`src/rtl/can_accept_pkg.sv`:
```
package can_accept_pkg;

  typedef struct packed {
    logic       gMaskWe;
    logic [1:0] pMaskWe;
    logic       bufWe;
    logic       capture;
  } filt_strobe_t;

endpackage

```
`src/rtl/can_accept_ctrl.sv`:
```
module can_accept_ctrl
  import can_accept_pkg::*;
#(
  parameter int IDX_W  = 4,
  parameter int ADDR_W = IDX_W + 1
) (
  input  logic              clk,
  input  logic              rstN,
  input  logic              cfgMode,
  input  logic              wrEn,
  input  logic [ADDR_W-1:0] wrAddr,
  input  logic              idValid,
  output filt_strobe_t      strobe,
  output logic              resultValid
);

  logic              isBuf;
  logic [IDX_W-1:0]  lowAddr;

  assign isBuf   = wrAddr[IDX_W];
  assign lowAddr = wrAddr[IDX_W-1:0];

  always_comb begin
    strobe            = '0;
    strobe.capture    = idValid;
    strobe.bufWe      = wrEn && isBuf;
    if (wrEn && cfgMode && !isBuf) begin
      strobe.gMaskWe    = (lowAddr == IDX_W'(0));
      strobe.pMaskWe[0] = (lowAddr == IDX_W'(1));
      strobe.pMaskWe[1] = (lowAddr == IDX_W'(2));
    end
  end

  always_ff @(posedge clk or negedge rstN) begin
    if (!rstN) resultValid <= 1'b0;
    else       resultValid <= idValid;
  end

endmodule

```
`src/rtl/can_accept_dpath.sv`:
```
module can_accept_dpath
  import can_accept_pkg::*;
#(
  parameter int NUM_BUF = 16,
  parameter int ID_W    = 29,
  parameter int STD_W   = 11,
  parameter int IDX_W   = $clog2(NUM_BUF),
  parameter int DATA_W  = ID_W + 2
) (
  input  logic               clk,
  input  logic               rstN,
  input  filt_strobe_t       strobe,
  input  logic [IDX_W-1:0]   bufSel,
  input  logic [DATA_W-1:0]  wrData,
  input  logic [ID_W-1:0]    rxId,
  input  logic               rxExt,
  output logic [NUM_BUF-1:0] matchVec,
  output logic [IDX_W-1:0]   winIdx,
  output logic               noMatch
);

  localparam logic [ID_W-1:0] STD_KEEP = {{STD_W{1'b1}}, {(ID_W-STD_W){1'b0}}};

  logic [ID_W-1:0]    gMask;
  logic [ID_W-1:0]    pMask [2];
  logic [ID_W-1:0]    bufId [NUM_BUF];
  logic [NUM_BUF-1:0] bufExt;
  logic [NUM_BUF-1:0] bufEn;
  logic [NUM_BUF-1:0] hit;
  logic [IDX_W-1:0]   firstHit;

  always_ff @(posedge clk or negedge rstN) begin
    if (!rstN) begin
      gMask    <= '1;
      pMask[0] <= '1;
      pMask[1] <= '1;
    end else begin
      if (strobe.gMaskWe)    gMask    <= wrData[ID_W-1:0];
      if (strobe.pMaskWe[0]) pMask[0] <= wrData[ID_W-1:0];
      if (strobe.pMaskWe[1]) pMask[1] <= wrData[ID_W-1:0];
    end
  end

  always_ff @(posedge clk or negedge rstN) begin
    if (!rstN) begin
      for (int i = 0; i < NUM_BUF; i++) bufId[i] <= '0;
      bufExt <= '0;
      bufEn  <= '0;
    end else if (strobe.bufWe) begin
      bufId[bufSel]  <= wrData[ID_W-1:0];
      bufExt[bufSel] <= wrData[ID_W];
      bufEn[bufSel]  <= wrData[ID_W+1];
    end
  end

  for (genvar b = 0; b < NUM_BUF; b++) begin : g_cmp
    logic [ID_W-1:0] selMask;
    logic [ID_W-1:0] effMask;
    if (b == NUM_BUF - 2) begin : g_priv0
      assign selMask = pMask[0];
    end else if (b == NUM_BUF - 1) begin : g_priv1
      assign selMask = pMask[1];
    end else begin : g_glob
      assign selMask = gMask;
    end
    assign effMask = rxExt ? selMask : (selMask & STD_KEEP);
    assign hit[b]  = bufEn[b] && (bufExt[b] == rxExt) &&
                     (((rxId ^ bufId[b]) & effMask) == '0);
  end

  always_comb begin
    firstHit = '0;
    for (int i = NUM_BUF - 1; i >= 0; i--) begin
      if (hit[i]) firstHit = IDX_W'(i);
    end
  end

  always_ff @(posedge clk or negedge rstN) begin
    if (!rstN) begin
      matchVec <= '0;
      winIdx   <= '0;
      noMatch  <= 1'b1;
    end else if (strobe.capture) begin
      matchVec <= hit;
      winIdx   <= firstHit;
      noMatch  <= (hit == '0);
    end
  end

endmodule

```
`src/rtl/can_accept_filter.sv`:
```
module can_accept_filter
  import can_accept_pkg::*;
#(
  parameter int NUM_BUF = 16,
  parameter int ID_W    = 29,
  parameter int STD_W   = 11,
  localparam int IDX_W  = $clog2(NUM_BUF),
  localparam int ADDR_W = IDX_W + 1,
  localparam int DATA_W = ID_W + 2
) (
  input  logic               clk,
  input  logic               rstN,
  input  logic               cfgMode,
  input  logic               wrEn,
  input  logic [ADDR_W-1:0]  wrAddr,
  input  logic [DATA_W-1:0]  wrData,
  input  logic               idValid,
  input  logic [ID_W-1:0]    rxId,
  input  logic               rxExt,
  output logic [NUM_BUF-1:0] matchVec,
  output logic [IDX_W-1:0]   winIdx,
  output logic               noMatch,
  output logic               resultValid
);

  filt_strobe_t strobe;

  can_accept_ctrl #(.IDX_W(IDX_W), .ADDR_W(ADDR_W)) i_ctrl (
    .clk(clk), .rstN(rstN), .cfgMode(cfgMode), .wrEn(wrEn), .wrAddr(wrAddr),
    .idValid(idValid), .strobe(strobe), .resultValid(resultValid)
  );

  can_accept_dpath #(.NUM_BUF(NUM_BUF), .ID_W(ID_W), .STD_W(STD_W),
                     .IDX_W(IDX_W), .DATA_W(DATA_W)) i_dpath (
    .clk(clk), .rstN(rstN), .strobe(strobe), .bufSel(wrAddr[IDX_W-1:0]),
    .wrData(wrData), .rxId(rxId), .rxExt(rxExt),
    .matchVec(matchVec), .winIdx(winIdx), .noMatch(noMatch)
  );

endmodule

```
`config.mk`:
```
export PLATFORM = sky130hd
export DESIGN_NAME = can_accept_filter
export DESIGN_NICKNAME = d
export VERILOG_FILES = /design/src/rtl/can_accept_pkg.sv /design/src/rtl/can_accept_ctrl.sv /design/src/rtl/can_accept_dpath.sv /design/src/rtl/can_accept_filter.sv
export SDC_FILE = /design/constraint.sdc
export NUM_CORES = 1
export LEC_CHECK = 0
export ABC_CLOCK_PERIOD_IN_PS = 3330
export BUFFER_PORTS_ARGS = -buffer_cell sky130_fd_sc_hd__clkbuf_2
export CORE_AREA = 2 2 278 280
export DETAILED_ROUTE_END_ITERATION = 12
export DIE_AREA = 0 0 280 282
export PLACE_DENSITY = 0.67
export RECOVER_POWER = 50
export SLEW_MARGIN = 20
export SYNTH_ARGS = -nofsm -noshare
export SYNTH_HDL_FRONTEND = slang
export SYNTH_SLANG_ARGS = --single-unit
```
`constraint.sdc`:
```
create_clock -name clk -period 3.33 [get_ports clk]
set_clock_uncertainty 0.2 [all_clocks]
set_input_delay 0 -clock clk [delete_from_list [all_inputs] [get_ports clk]]
set_output_delay 0 -clock clk [all_outputs]
set_load 0.03 [all_outputs]
```
### Yosys cells after proc, flatten, opt, wreduce, memory -nomap -nowiden

Cells that the tools add are included.

* order comparisons: 4
* equality and inequality tests: 18
* mux-type cells: 27
* bitwise logic cells: 33
* reduce and logical (&&, ||, !) cells: 56

Operators by type and width (count)
* $and A29 B29 Y29: 16
* $bwmux W464: 1
* $logic_not A29 Y1: 16
* $xor A29 B29 Y29: 16
* $demux W29 S4: 1
* $mux W4: 16
* $mux W18: 3
* $logic_and A1 B1 Y1: 37
* $bwmux W16: 2
* $mux W29: 1
* $eq A1 B1 Y1: 16
* $logic_not A16 Y1: 1
* $ge A5 B5 Y1 const B: 1
* $lt A4 B5 Y1 const B: 1
* $lt A5 B1 Y1 const B: 1
* $not A4 Y5: 1
* $demux W1 S4: 1
* $eq A4 B1 Y1 const B: 1
* $eq A4 B2 Y1 const B: 1
* $ge A4 B1 Y1 const B: 1
* $logic_not A4 Y1: 1
* $mux W3: 1
* $logic_not A1 Y1: 1
* $mux W1: 1

* register bits after elaboration: 605
* bits of input ports: 71
* output and inout bits: 22

### Depth between registers and ports, before layout

Gate-level depths: netlist (run 1).

* depth after elaboration: 20
* depth in mapped cells: 13
* gate-level depth less buffers: 8

### By module

A second synthesis (run 1) with hierarchy kept.

* cell total of the unflattened synthesis: 2355
* area, all modules: 30147.7 µm²

Modules (own cells, without submodules)
* can_accept_dpath: instances 1, cells an instance 2346, area an instance 30051.3 µm², sequential area each 15224.6 µm²
* can_accept_ctrl: instances 1, cells an instance 9, area an instance 96.3 µm², sequential area each 25.0 µm²

### Worst setup path before layout (run 1)

Ideal clock, no wire load.

* path kind: register to register
* start: register i_dpath.gMask[14]
* end: register i_dpath.winIdx[0]
* setup time: 119 ps
* arrival: 2130 ps
* required time: 3011 ps
* path slack: 881 ps
* cell stages (with the launch flop): 10
* period minus slack after synthesis: 2449 ps
* path through: dfstp_2 and2_4 buf_6 a22o_1 nor4_1 nand4_1 or3_4 nor4bb_1 a222oi_1 a21bo_1

* word-level cells in the longest chain between the ends: 18
* elaborated cells between the ends (all ways): 57
* classes of those cells: mux (15); bitwise (14); reduce/logical (28)

RTL lines
* from (decl): RTL line can_accept_dpath.sv:24 `logic [ID_W-1:0] gMask;`
* from (signal assigned): RTL line can_accept_dpath.sv:38 `if (strobe.gMaskWe) gMask <= wrData[ID_W-1:0];`
* $mux W18 *: RTL line can_accept_dpath.sv:66 `assign effMask = rxExt ? selMask : (selMask & STD_KEEP);`
* $and A29 B29 Y29: RTL line can_accept_dpath.sv:68 `(((rxId ^ bufId[b]) & effMask) == '0);`
* $logic_not A29 Y1: RTL line can_accept_dpath.sv:68
* $logic_and A1 B1 Y1: RTL line can_accept_dpath.sv:67 `assign hit[b] = bufEn[b] && (bufExt[b] == rxExt) &&`
* $mux W4 (13 in series): RTL line can_accept_dpath.sv:74 `if (hit[i]) firstHit = IDX_W'(i);`
* $mux W4 *: RTL line can_accept_dpath.sv:74
* to (signal assigned): RTL line can_accept_dpath.sv:85 `winIdx <= firstHit;`
* to (decl): RTL line can_accept_dpath.sv:18 `output logic [IDX_W-1:0] winIdx,`

Every way passes the cells marked *; elsewhere a longest branch is shown, timed or not.
A chain may end at the register's enable or synchronous reset.

### Worst setup path after layout (run 1)

Same ends and word-level chain as after synthesis.

==> qor.txt, run 1 <==
Status: finished with violations
Failing checks: max-capacitance violations, max-slew violations
Top cell type's share of synthesized area: 42.90%
Cts bufs inserted: 70
Post-route cell area: 35,230 µm²
Initial DRC count: 2,022
Worst EP arrival: 3630 ps
Routability cong.: 1.014
Final net count: 2,612
Total power: 22.89 mW
Post-synth top cells: mux2_2, dfrtp_1, xor2_1, a22oi_1, clkbuf_1
Pwr/cell area: 649.8 nW/µm²
Comb pwr share: 22.7%
Die Wd: 280 µm
Crit path time final: 3318 ps
CP Max Fanout: 10
Die Height: 282 µm
Switch share: 31.08%
Core Rows: 101
Critical Path End Type: flip-flop
IO buf count: 92
Min-delay worst type: in2reg
Pin count of the biggest net entering global routing: 98
Max-Slew Margin vs Limit: -81.76%
Critical path type: reg2reg
Num ports: 93
Core footprint: 75,700 µm²
Initial antenna violation count: 6
Hold Violations, Final: 0
Worst-path clk slew: 60 ps
Dpl hpwl: 80.63 mm
F_max: 301.4 MHz
Vias in the first global route: 22,070
Layout cells sized above 1: 40.71%
RSZ-0062 raised after global routing: no
Register area: 15,250 µm²
Dpl cell area: 32,730 µm²
Sequential Power Share: 43.0%
Reported max-cap violation count: 9
Synth Warn #: 0
Leakage: 15.74 nW
Die ar.: 78,960 µm²
Finished Core Util: 46.54%
Post-synthesis sequential area ratio: 50.57%
Yosys reg bits: 605
Critical Path RT: 3640 ps
Setup bufs post-CTS: 0
Starting Density: 39.84%
Total number of H-tree levels: 3
Power share of the clock group: 34.3%
Final non-filler cell total: 3,579
P_int: 15.78 mW
Slew Limit Fails: 207
Syn-to-layout area delta: 16.82%
Mapped Nets: 2,447
Worst skew pair latency: 640 ps
Synth area leader: dfrtp_1
Grt ovf: 0
Netlist area before placement: 30,160 µm²
Sink Count: 605
FILL cells: 6,683
GRT Util Overall: 29.64%
Avg Synthesized Cell Area: 12.69 µm²
Post-Syn Instances: 2,376
Clock Tree Root: clkbuf_16
Area of the multi-input gates: 13,990 µm²
Peak VDD IR: 0.0003404 V
First-pass iteration count of the detailed router: 7
Synth unique cells: 59
Switching Power: 7.115 mW
Drt drc: 0
Element type at the critical path start: flip-flop
Final Cycle Share: 99.64%
Vias per cell: 6.002
Primary FF master, synth: dfrtp_1
Routed wire length: 116.6 mm
Final ANT Viol Nets: 0
Vias: 21,480
WL/cell: 32.57 µm
Top-count cell post-synth: mux2_2
Synth top area cells: dfrtp_1, mux2_2, xor2_1
Post-synth EDFFs: 0
Actual slew at the worst max-slew pin: 2726 ps
Placed cell count: 3,417
Ys async rst share: 100.0%
Setup violators final: 0
CTS tree: done
Clock Path Buffers: 3
First-pass GRT wire length: 165.4 mm
[power by group through the flow]
| stage | combinational (mW) | sequential, mW | clock (mW) |
|---|---|---|---|
| after floorplan | 3.03 | 9.73 | 0 |
| after global placement | 4.99 | 9.86 | 0 |
| after detailed placement | 5.06 | 9.96 | 0 |
| after CTS | 5.13 | 9.84 | 7.92 |
| after global routing | 5.44 | 10.0 | 8.24 |
| final | 5.20 | 9.85 | 7.85 |
[final timing paths]
check / from / depth (start not counted) / to / slack, ps
hold reg to reg: i_dpath.matchVec[8]$_DFFE_PN0P_ / 2 / i_dpath.matchVec[8]$_DFFE_PN0P_ / 290
setup / recovery: i_dpath.gMask[14]$_DFFE_PN1P_ / 9 / i_dpath.winIdx[0]$_DFFE_PN0P_ / 10
setup reg to reg: i_dpath.gMask[14]$_DFFE_PN1P_ / 9 / i_dpath.winIdx[0]$_DFFE_PN0P_ / 10
hold / removal: wrData[13] / 2 / i_dpath.bufId[419]$_DFFE_PN0P_ / 70
min in group asynchronous: rstN / 3 / i_dpath.g_cmp[15].selMask[11]$_DFFE_PN1P_ / 1720
max in group asynchronous: rstN / 4 / i_dpath.bufExt[6]$_DFFE_PN0P_ / 270
[per-stage QoR]
stage                     setup slack (ps)  TNS, ps  hold WS [ps]
after floorplan                      881.2        0        -495.6
after global placement              -141.1   -141.1        -110.6
after detailed placement            -127.5   -127.5        -110.0
after CTS                            9.328        0        0.3176
after global routing                 1.888        0         30.80
final                                12.13        0         65.96
[state kept, by name, indices dropped and copies added (netlist names)]
register and count:
i_dpath.winIdx 4, i_dpath.bufId 464, i_dpath.bufEn 16, i_dpath.gMask 29
i_dpath.bufExt 16, i_ctrl.resultValid 1, i_dpath.noMatch 1, i_dpath.g_cmp.selMask 58
i_dpath.matchVec 16
[critical path, stage by stage (launching register included)]
cell      delay [ps]
dfstp_2          370
and2_4           160
buf_4            220
a22o_1           340
nor4_1           530
nand4_1          240
or3_4            480
nor4bb_1         160
a222oi_1         250
a21bo_1          250
[metal layers]
metal  track usage, %  wire length, µm
met1            37.95            46180
met2            47.26            53650
met3            5.784             9534
met4            16.43             7196
met5                0               16
[cells by family after synthesis]
kind of cell / Yosys count / synth area share (%)
AO/OA/AOI/OAI: 273 / 6.713
AND/OR/NAND/NOR: 208 / 3.709
buffers and inverters: 226 / 3.199
XOR/XNOR: 472 / 13.71
multiplexers: 592 / 22.11
flip-flops: 605 / 50.57
[cell type report]
cell class | instances | share of cell area (%)
antenna | 2 | 0.01421
clock buffer | 114 | 6.069
clock inverter | 16 | 0.5682
inverter | 4 | 0.04262
multi-input combinational | 1545 | 39.71
sequential | 605 | 43.28
tap | 978 | 3.473
timing repair buffer | 315 | 6.840
[cells in the final DEF, fill, tap and decap left out, types with 56 or more instances in the layout]
master and count:
mux2_2 590, dfrtp_1 517, xor2_1 378, buf_4 158, a22oi_1 141, xnor2_1 94, dfstp_2 88, clkbuf_16 71
clkbuf_2 71, clkbuf_1 56
[repair_timing]
| item | 4_1_cts | 5_1_grt |
|---|---|---|
| hold buffers | 30 | 0 |
| hold endpoints to repair | 976 | 0 |
| resized for setup | 0 | 1 |
| setup endpoints to repair | 0 | 1 |
(Power assumes the default switching activity.)
==> run 2, diff against run 1 <==
==> constraint.sdc (replaced) <==
create_clock -name clk -period 3.33 [get_ports clk]
set_clock_uncertainty 0.2 [all_clocks]
set_input_delay 0.666 -clock clk [delete_from_list [all_inputs] [get_ports clk]]
set_output_delay 0.666 -clock clk [all_outputs]
set_load 0.03 [all_outputs]
==> run 2 against run 1 <==
  * The flow still finishes with violations (max-capacitance violations, max-slew violations)
  * Via count grew 3.2%
  * Critical path depth increased by 4
  * Die area is the same
  * Critical path type is now in2reg
==> qor.txt, run 2 (same netlist as run 1, synthesis figures left out) <==
Sink Count: 605
Vias in the first global route: 22,810
RSZ-0062 raised after global routing: no
GRT Util Overall: 31.11%
Setup violators final: 0
Die Wd: 280 µm
CTS tree: done
Final Cycle Share: 97.79%
First-pass iteration count of the detailed router: 5
Commonest cells after routing, fill and taps aside: mux2_2, dfrtp_1, xor2_1
Routed wire length: 122.5 mm
Fin Setup TNS: 0 ps
Dpl hpwl: 86.78 mm
Commonest non-fill, non-tap cell in the layout: mux2_2
Die ar.: 78,960 µm²
Switching Power: 7.285 mW
Routability cong.: 1.023
Critical Path RT: 3680 ps
Sequential Power Share: 42.2%
WL/cell: 32.96 µm
Total number of H-tree levels: 3
P_int: 16.04 mW
Initial DRC count: 2,263
Initial antenna violation count: 11
Grt ovf: 0
Final net count: 2,745
Critical path type: in2reg
Num ports: 93
Pin count of the biggest net entering global routing: 95
Vias per cell: 5.965
First-pass GRT wire length: 172.6 mm
Worst-path clk slew: 60 ps
Vias: 22,170
Leakage: 16.50 nW
CP cell instances: clkbuf_2 -> buf_12 -> buf_4 -> and2_1 -> buf_4 -> a22oi_1 -> nand4_1 -> nor4_1 -> buf_4 -> and2_1 -> or2_2 -> a222oi_1 -> a21bo_1
Clock Path Buffers: 3
CP Max Fanout: 16
Largest Register: i_dpath.bufId
Drt drc: 0
Power share of the clock group: 33.2%
Final ANT Viol Nets: 0
Crit path launch: rxExt
Hold Violations, Final: 0
Failing checks: max-capacitance violations, max-slew violations
Syn-to-layout area delta: 20.53%
Clock Tree Root: clkbuf_16
Reg2reg setup slack: 160 ps
Peak VDD IR: 0.0003677 V
Pwr/cell area: 641.7 nW/µm²
Finished Core Util: 48.02%
R2R Path End: i_dpath.winIdx[0]$_DFFE_PN0P_
Die Height: 282 µm
Setup bufs post-CTS: 0
Worst skew pair latency: 620 ps
Critical Path End Type: flip-flop
Worst EP arrival: 3610 ps
Biggest cell delay along the critical path: 550 ps
Worst path most repeated cell: buf_4
Slew Limit Fails: 124
Status: finished with violations
Critical-path top delay cell: nor4_1
Max FFs per register: 464
Element type at the critical path start: input port
Cts bufs inserted: 71
Starting Density: 39.84%
F_max: 307.1 MHz
Worst setup endpoint: i_dpath.winIdx[0]$_DFFE_PN0P_
Core Rows: 101
Comb pwr share: 24.6%
Switch share: 31.23%
Reported max-cap violation count: 3
IO buf count: 92
Min-delay worst type: reg2reg
Register-to-Register Path Depth: 9
Core footprint: 75,700 µm²
Max-Slew Margin vs Limit: -56.58%
Crit path time final: 3256 ps
Actual slew at the worst max-slew pin: 2349 ps
Worst r2r src: i_dpath.bufId[33]$_DFFE_PN0P_
Layout cells sized above 1: 45.95%
[run 2: changes by cell type in the layout (fill, tap and decap cells not counted), moves of 11 or more]
cell           previous run  this run
buf_4                   158       308
buf_12                   20        31
dlygate4sd3_1            29         1
clkbuf_2                 71        97
clkbuf_1                 56        32
[run 2: metrics by stage]
step / hold WS (ps) / power (mW) / instances / cell area (µm²) / setup slack (ps)
2_1_floorplan: 170.4 / 12.75 / 2376 / 30160 / 344.6
3_5_place_dp: 278.3 / 15.53 / 3578 / 34160 / -801.4
4_1_cts: 215.0 / 23.32 / 3709 / 36490 / 21.32
3_3_place_gp: 279.6 / 15.38 / 3578 / 34160 / -953.3
6_report: 287.9 / 23.33 / 3717 / 36350 / 73.55
5_1_grt: 327.7 / 24.14 / 3712 / 36340 / 25.56
[run 2: power groups by stage]
stage | clock network [mW] | logic (mW) | registers [mW]
floorplan | 0 | 3.03 | 9.73
global placement | 0 | 5.50 | 9.88
detailed placement | 0 | 5.57 | 9.96
CTS | 7.86 | 5.62 | 9.84
global route | 8.16 | 5.98 | 10.0
finish | 7.74 | 5.73 | 9.85
[run 2: repair_timing]
| item | 4_1_cts | 5_1_grt |
|---|---|---|
| resized for setup | 5 | 3 |
| hold buffers | 1 | 0 |
| endpoints found under the hold margin | 49 | 0 |
| setup endpoints to repair | 2 | 1 |
[run 2: worst max-delay path: cells and delay by family]
kind	cells	cell delay, ps
AOI/OAI and AO/OA	3	760
and+or+nand+nor	5	1330
buffers and inverters	5	840
[run 2: cell type report]
type / instances / area [µm²]
Sequential cell: 605 / 15250
Antenna cell: 8 / 20.02
Multi-Input combinational cell: 1545 / 14070
Fill cell: 6683 / 39350
Inverter: 4 / 15.01
Clock inverter: 20 / 203.9
Timing Repair Buffer: 447 / 3473
Tap cell: 978 / 1224
Clock buffer: 110 / 2095
[run 2: metal layers]
layer	vias to the layer above	part of all wire [%]	track usage, %
met5	-	0.0065	0
met4	2	6.4	17.13
met3	330	8.4	6.223
met2	1186	45	48.78
met1	11640	40	40.47
li1	9018	-	-
[run 2: how the worst min path moves through the flow]
stage / end / slack [ps] / from / depth (start not counted)
floorplan: i_ctrl.resultValid$_DFF_PN0_ / 170 / rstN / 0
detailed placement: i_dpath.matchVec[10]$_DFFE_PN0P_ / 280 / i_dpath.matchVec[10]$_DFFE_PN0P_ / 2
global placement: i_dpath.matchVec[8]$_DFFE_PN0P_ / 280 / i_dpath.matchVec[8]$_DFFE_PN0P_ / 2
finish: i_dpath.matchVec[10]$_DFFE_PN0P_ / 290 / i_dpath.matchVec[10]$_DFFE_PN0P_ / 2
CTS: i_ctrl.resultValid$_DFF_PN0_ / 220 / idValid / 1
global route: i_dpath.winIdx[2]$_DFFE_PN0P_ / 330 / i_dpath.winIdx[2]$_DFFE_PN0P_ / 1
